### src/rtl/frac_pkg.sv
`timescale 1ns/1ps
package frac_pkg;
  localparam int NSTAGE   = 3;
  localparam int OFF_W    = 4;
  localparam int LFSR_W   = 15;

  typedef enum logic {
    SHAPE_FIRST = 1'b0,
    SHAPE_THIRD = 1'b1
  } shape_e;
endpackage

### src/rtl/mod_accum.sv
`timescale 1ns/1ps
module mod_accum #(
  parameter int W = 16
) (
  input  logic         clk,
  input  logic         rst_n,
  input  logic         en,
  input  logic [W-1:0] modulus,
  input  logic [W-1:0] addend,
  input  logic         extra,
  output logic [W-1:0] residue,
  output logic         carry
);
  localparam int SW = W + 1;

  logic [W-1:0]  state_q;
  logic [SW-1:0] sum;
  logic [SW-1:0] wrapped;

  always_comb begin
    sum     = {1'b0, state_q} + {1'b0, addend} + {{W{1'b0}}, extra};
    carry   = (sum >= {1'b0, modulus});
    wrapped = sum - {1'b0, modulus};
    residue = carry ? wrapped[W-1:0] : sum[W-1:0];
  end

  always_ff @(posedge clk or negedge rst_n) begin
    if (!rst_n) begin
      state_q <= '0;
    end else if (en) begin
      state_q <= residue;
    end
  end
endmodule

### src/rtl/dither_lfsr.sv
`timescale 1ns/1ps
module dither_lfsr #(
  parameter int                W    = 15,
  parameter logic [W-1:0]      SEED = 1
) (
  input  logic clk,
  input  logic rst_n,
  input  logic en,
  output logic bit_o
);
  logic [W-1:0] q_q;
  logic [W-1:0] q_d;
  logic         fb;

  always_comb begin
    fb    = q_q[W-1] ^ q_q[W-2];
    q_d   = {q_q[W-2:0], fb};
    bit_o = q_q[0];
  end

  always_ff @(posedge clk or negedge rst_n) begin
    if (!rst_n) begin
      q_q <= SEED;
    end else if (en) begin
      q_q <= q_d;
    end
  end
endmodule

### src/rtl/mash_comb.sv
`timescale 1ns/1ps
module mash_comb
  import frac_pkg::*;
(
  input  logic                    clk,
  input  logic                    rst_n,
  input  logic                    en,
  input  shape_e                  shape,
  input  logic [NSTAGE-1:0]       carries,
  output logic signed [OFF_W-1:0] offset
);
  logic c2_d_q, c3_d_q, c3_dd_q;
  logic signed [OFF_W-1:0] t1, t2, t3;

  always_comb begin
    t1 = $signed({3'b000, carries[0]});
    t2 = $signed({3'b000, carries[1]}) - $signed({3'b000, c2_d_q});
    t3 = $signed({3'b000, carries[2]}) - $signed({2'b00, c3_d_q, 1'b0})
       + $signed({3'b000, c3_dd_q});
    if (shape == SHAPE_THIRD) begin
      offset = t1 + t2 + t3;
    end else begin
      offset = t1;
    end
  end

  always_ff @(posedge clk or negedge rst_n) begin
    if (!rst_n) begin
      c2_d_q  <= 1'b0;
      c3_d_q  <= 1'b0;
      c3_dd_q <= 1'b0;
    end else if (en) begin
      c2_d_q  <= carries[1];
      c3_d_q  <= carries[2];
      c3_dd_q <= c3_d_q;
    end
  end
endmodule

### src/rtl/frac_div_ctrl.sv
`timescale 1ns/1ps
module frac_div_ctrl
  import frac_pkg::*;
#(
  parameter int INT_W  = 8,
  parameter int FRAC_W = 16
) (
  input  logic                     clk,
  input  logic                     rst_n,
  input  logic                     ref_stb,
  input  logic                     order3,
  input  logic                     dither_en,
  input  logic [INT_W-1:0]         int_n,
  input  logic [FRAC_W-1:0]        frac_num,
  input  logic [FRAC_W-1:0]        frac_mod,
  output logic signed [INT_W+1:0]  div_val,
  output logic                     div_vld
);
  localparam int OW = INT_W + 2;

  logic [1:0] rst_sync_q;
  logic       rst_sync_n;

  always_ff @(posedge clk or negedge rst_n) begin
    if (!rst_n) begin
      rst_sync_q <= 2'b00;
    end else begin
      rst_sync_q <= {rst_sync_q[0], 1'b1};
    end
  end
  assign rst_sync_n = rst_sync_q[1];

  logic [FRAC_W-1:0] eff_mod;
  logic [FRAC_W-1:0] eff_num;
  shape_e            shape;

  always_comb begin
    eff_mod = (frac_mod == '0) ? {{(FRAC_W-1){1'b0}}, 1'b1} : frac_mod;
    eff_num = (frac_num >= eff_mod) ? (eff_mod - 1'b1) : frac_num;
    shape   = order3 ? SHAPE_THIRD : SHAPE_FIRST;
  end

  logic dith_bit;

  dither_lfsr #(.W(LFSR_W), .SEED(LFSR_W'(1))) i_lfsr (
    .clk   (clk),
    .rst_n (rst_sync_n),
    .en    (ref_stb),
    .bit_o (dith_bit)
  );

  logic [FRAC_W-1:0] residue [NSTAGE];
  logic [NSTAGE-1:0] carries;

  for (genvar g = 0; g < NSTAGE; g++) begin : g_stage
    logic [FRAC_W-1:0] addend;
    logic              extra;
    if (g == 0) begin : g_head
      assign addend = eff_num;
      assign extra  = dither_en & dith_bit;
    end else begin : g_tail
      assign addend = residue[g-1];
      assign extra  = 1'b0;
    end
    mod_accum #(.W(FRAC_W)) i_acc (
      .clk     (clk),
      .rst_n   (rst_sync_n),
      .en      (ref_stb),
      .modulus (eff_mod),
      .addend  (addend),
      .extra   (extra),
      .residue (residue[g]),
      .carry   (carries[g])
    );
  end

  logic signed [OFF_W-1:0] offset;

  mash_comb i_comb (
    .clk     (clk),
    .rst_n   (rst_sync_n),
    .en      (ref_stb),
    .shape   (shape),
    .carries (carries),
    .offset  (offset)
  );

  logic signed [OW-1:0] val_d;
  logic                 vld_d;

  always_comb begin
    val_d = $signed({2'b00, int_n}) + {{(OW-OFF_W){offset[OFF_W-1]}}, offset};
    vld_d = ref_stb;
  end

  always_ff @(posedge clk or negedge rst_sync_n) begin
    if (!rst_sync_n) begin
      div_val <= '0;
      div_vld <= 1'b0;
    end else begin
      div_vld <= vld_d;
      if (ref_stb) begin
        div_val <= val_d;
      end
    end
  end
endmodule

### config.mk
export PLATFORM = sky130hd
export DESIGN_NAME = frac_div_ctrl
export DESIGN_NICKNAME = d
export VERILOG_FILES = /design/src/rtl/frac_pkg.sv /design/src/rtl/mod_accum.sv /design/src/rtl/dither_lfsr.sv /design/src/rtl/mash_comb.sv /design/src/rtl/frac_div_ctrl.sv
export SDC_FILE = /design/constraint.sdc
export NUM_CORES = 1
export LEC_CHECK = 0
export ABC_CLOCK_PERIOD_IN_PS = 5100
export BUFFER_PORTS_ARGS = -buffer_cell sky130_fd_sc_hd__buf_2
export CORE_UTILIZATION = 68
export CTS_BUF_LIST = sky130_fd_sc_hd__clkbuf_16
export DETAILED_ROUTE_END_ITERATION = 10
export PLACE_DENSITY = 0.88
export SYNTH_ARGS = -nofsm -noshare
export SYNTH_HDL_FRONTEND = slang
export SYNTH_SLANG_ARGS = --single-unit
### constraint.sdc
create_clock -name clk -period 5.1 [get_ports clk]
set_clock_uncertainty 0.05 [all_clocks]
set_input_delay 0.51 -clock clk [delete_from_list [all_inputs] [get_ports clk]]
set_output_delay 0.51 -clock clk [all_outputs]
set_load 0.01 [all_outputs]
==> flow_metrics.tcl, run 1 <==
set metrics [dict create \
    cts_max_path_buffers 2 \
    die_x_um 117.6 \
    cts-hold-fix-buffers 1 \
    ios 56 \
    synth_nets 1214 \
    synthArstFlopShare 1.000 \
    initial_core_util 0.7083 \
    syn_area_um2 9084 \
    synth_top_area_share 0.2149 \
    place.gp.congestion 1.009 \
    pre_cts_ws_ns -12.53 \
    ys_ff_latch 79 \
    syn_inst 1032 \
    synth_edf_count 0 \
    synth_warnings 0 \
    cts_sinks 79 \
    cts_root_buf "clkbuf_16" \
    syn_area_per_cell_um2 8.802 \
    cts_max_level 3 \
    postCtsSetupBuffers 72 \
    placementRows 41 \
    error "[ERROR DPL-0038] Utilization greater than 100%, impossible to legalize" \
    synthTopCellsByCount "127 x ha_1, 82 x nor2_1, 79 x a21oi_1" \
    post_cts_resized 190 \
    synth_top_cells_by_area "dfrtp_1 21%, ha_1 17%, mux2_2 8.2%, xnor2_1 6.2%, a21oi_1 4.4%" \
    numCtsBuffers 9 \
    synth_cell_type_count 68 \
    dp_hpwl_mm 27.66 \
    synth_most_common_cell "ha_1" \
    synthFlopType "dfrtp_1" \
    stop_stage "4_1_cts" \
    synth_top_area_cell "dfrtp_1" \
    fp.dieH_um 117.6 \
    synth_seq_area_share 0.2178 \
    port_buffers 55 \
    status "did not finish" \
    placed_cells 1549 \
]
## kinds of logic after synthesis
family / share of synthesized area
other cells: 0.0004128
flops: 0.2178
simple gates: 0.1420
compound gates: 0.1825
mux: 0.1298
buf+inv: 0.04187
fa+ha+maj: 0.1970
xor+xnor: 0.08871
## per-stage QoR
stage | utilization | TNS [ns] | cell area (µm²) | hold slack (ns)
after detailed placement | 0.9393 | -452.23 | 12050 | 0.2494
after global placement | 0.9393 | -399.55 | 12050 | 0.2461
after floorplan | - | -366.38 | 9358 | 0.1644
==> inputs of run 2 (changes only) <==
--- a/config.mk
+++ b/config.mk
@@ -7,10 +7,9 @@
 export LEC_CHECK = 0
 export ABC_CLOCK_PERIOD_IN_PS = 5100
 export BUFFER_PORTS_ARGS = -buffer_cell sky130_fd_sc_hd__buf_2
-export CORE_UTILIZATION = 68
-export CTS_BUF_LIST = sky130_fd_sc_hd__clkbuf_16
+export CORE_UTILIZATION = 40
 export DETAILED_ROUTE_END_ITERATION = 10
-export PLACE_DENSITY = 0.88
+export PLACE_DENSITY_LB_ADDON = 0.15
 export SYNTH_ARGS = -nofsm -noshare
 export SYNTH_HDL_FRONTEND = slang
 export SYNTH_SLANG_ARGS = --single-unit
==> run 2 against run 1 <==
  * The flow now finishes, with violations (DRC, setup timing)
  * Area after synthesis is the same
  * Synthesized cell count is the same
==> flow_metrics.tcl, run 2 <==
set metrics [dict create \
    status "complete, but fails checks" \
    violations "DRC, setup timing" \
    layout_common_cells "385 x buf_4, 102 x ha_1, 77 x dfrtp_1" \
    largest_reg_flops 48 \
    nets 1682 \
    grt_usage 0.2604 \
    cts_root_buf "clkbuf_16" \
    tritoncts "yes" \
    grt_antenna_before_repair 0 \
    synth_cell_type_count 68 \
    final_common_cell "buf_4" \
    crit_required_ns 5.29 \
    path_class "primary input to flop" \
    synth_seq_area_share 0.2178 \
    synth_edf_count 0 \
    drv_cap 0 \
    timing.reg2reg.setup_slack_ns -8.15 \
    reg.largest.list "g_stage.i_acc.state_q x48, i_lfsr.q_q x15, div_val x10" \
    finish.instance_area_um2 14520 \
    synthFlopType "dfrtp_1" \
    area_growth_syn_to_layout_pct 59.82 \
    drt_iter0_markers 372 \
    crit_path_end "div_val[9]" \
    placementRows 54 \
    synth_top_area_cell "dfrtp_1" \
    min_period_ns 16.01 \
    rsz0062_at_grt "yes" \
    whs_ns 0.3055 \
    clk_pin_slew_ns 0.07 \
    relSlewSlack 0.2884 \
    tightest_slew_ns 1.067 \
    dp_hpwl_mm 21.83 \
    rr_worst_depth 69 \
    hold_viol 0 \
    vias 9398 \
    cts_max_level 3 \
    numCtsBuffers 9 \
    pre_cts_ws_ns -11.74 \
    slowest_stage "or4_4" \
    end_kind "flop" \
    crit_path_start_kind "primary input" \
    firstDrtPassIters 10 \
    critPathArrivalTime_ns 16.20 \
    synth_top_area_share 0.2149 \
    die_area_um2 23320 \
    place.gp.congestion 0.9459 \
    final.period_utilization 3.140 \
    synthTopCellsByCount "127 x ha_1, 82 x nor2_1, 79 x a21oi_1" \
    synth_most_common_cell "ha_1" \
    rr_startpoint "i_lfsr.q_q[0]" \
    layout_setup_ws_ns -10.91 \
    dpl-instance-area_um2 12400 \
    detail-route-antenna-nets 0 \
    fp.dieH_um 152.7 \
    holdPathStages 0 \
    diodes 0 \
    die_x_um 152.7 \
    core_um2 22030 \
    avgRoutedWirePerCell_um 16.85 \
    timing.rr.end "div_val[9]" \
    syn_area_per_cell_um2 8.802 \
    cts_sinks 79 \
    grt_max_degree 78 \
    synthArstFlopShare 1.000 \
    ys_ff_latch 79 \
    port_buffers 55 \
    route.detailed.drc 3 \
    cp_common_cell "a21oi_2" \
    min_path_type "flop to flop" \
    cp-startpoint "frac_mod[7]" \
    grt_pass1_wl_mm 48.67 \
    setup_tns_ns -382.47 \
    cpPeakStageDelay_ns 0.55 \
    cts_max_path_buffers 2 \
    fill_cells 1753 \
    grt_pass1_vias 9918 \
    largest_register "g_stage.i_acc.state_q" \
    via_per_inst 5.265 \
    syn_area_um2 9084 \
    synth_warnings 0 \
    initial_core_util 0.4124 \
    slew_viol_final 0 \
    cp_max_fo 6 \
    ios 56 \
    clock_latency_ns 0.35 \
    synth_nets 1214 \
    setup_violations 60 \
    drive_gt1_frac 0.5030 \
    wirelength_mm 30.08 \
    overflow 0 \
    fmaxAchievable_ghz 0.06245 \
    syn_inst 1032 \
    synth_top_cells_by_area "dfrtp_1 21%, ha_1 17%, mux2_2 8.2%, xnor2_1 6.2%, a21oi_1 4.4%" \
]
-- run 2: layer usage --
metal  part of all wire  routed length, µm  track usage  up-vias
met3              0.029                867      0.02560       65
met1               0.43              13020       0.3111     4472
met2               0.50              15160       0.4679      184
met4              0.034               1031       0.1236        0
met5                  0                  0            0        -
li1                   -                  -            -     4677
-- run 2: cell families (layout without fill, tap and decap cells) --
logic type	Yosys count	after routing	synth area share
AND/OR/NAND/NOR	266	266	0.1420
multiplexers	102	102	0.1298
other	1	1	0.0004128
AO/OA/AOI/OAI	258	258	0.1825
adder cells (fa/ha/maj)	137	137	0.1970
XOR/XNOR	92	92	0.08871
flip-flops	79	79	0.2178
buffers and inverters	97	570	0.04187
-- run 2: timing repair --
action                                  CTS  global route
buffers inserted                         90            39
gates resized for setup                 167            89
gates cloned                              0             0
endpoints found under the setup margin   60            60
hold buffers                              1             0
hold endpoints to repair                  2             0
pin swaps                               108            82
-- run 2: cell type report --
class,count,area [µm²],share of cell area
repair buffers,478,3651,0.2515
multi-input cells,856,7904,0.5444
clock buffers,10,229.0,0.01577
well taps,280,350.3,0.02413
flip-flops and latches,79,1982,0.1365
inverters,76,292.8,0.02017
clock inverters,6,108.9,0.007498
-- run 2: how the worst min path moves through the flow --
stage / start / endpoint / slack, ns
floorplan: rst_n / rst_sync_q[0] / 0.16
global placement: rst_n / rst_sync_q[0] / 0.24
detailed placement: rst_n / rst_sync_q[0] / 0.25
CTS: rst_sync_q[0] / rst_sync_q[1] / 0.31
global route: rst_sync_q[0] / rst_sync_q[1] / 0.32
finish: rst_sync_q[0] / rst_sync_q[1] / 0.31
-- run 2: worst max-delay path, delay by kind of cell --
kind / cells / cell delay (ns)
buffers and inverters: 11 / 1.29
xor gates and xnor gates: 4 / 0.60
and+or+nand+nor: 20 / 3.65
AOI/OAI and AO/OA: 35 / 5.35
adders and majority gates: 12 / 3.63
muxes: 4 / 1.17
-- run 2: per-stage QoR --
| step | utilization | instances |
|---|---|---|
| 3_3_place_gp | 0.5628 | 1684 |
| 3_5_place_dp | 0.5628 | 1684 |
| 2_1_floorplan | - | 1032 |
| 4_1_cts | 0.6407 | 1781 |
| 6_report | 0.6591 | 1785 |
| 5_1_grt | 0.6591 | 1785 |
Power of run 2 is left out: the tool's default activity adds up to more than one toggle a clock period on the data nets, which glitch-free logic cannot reach.
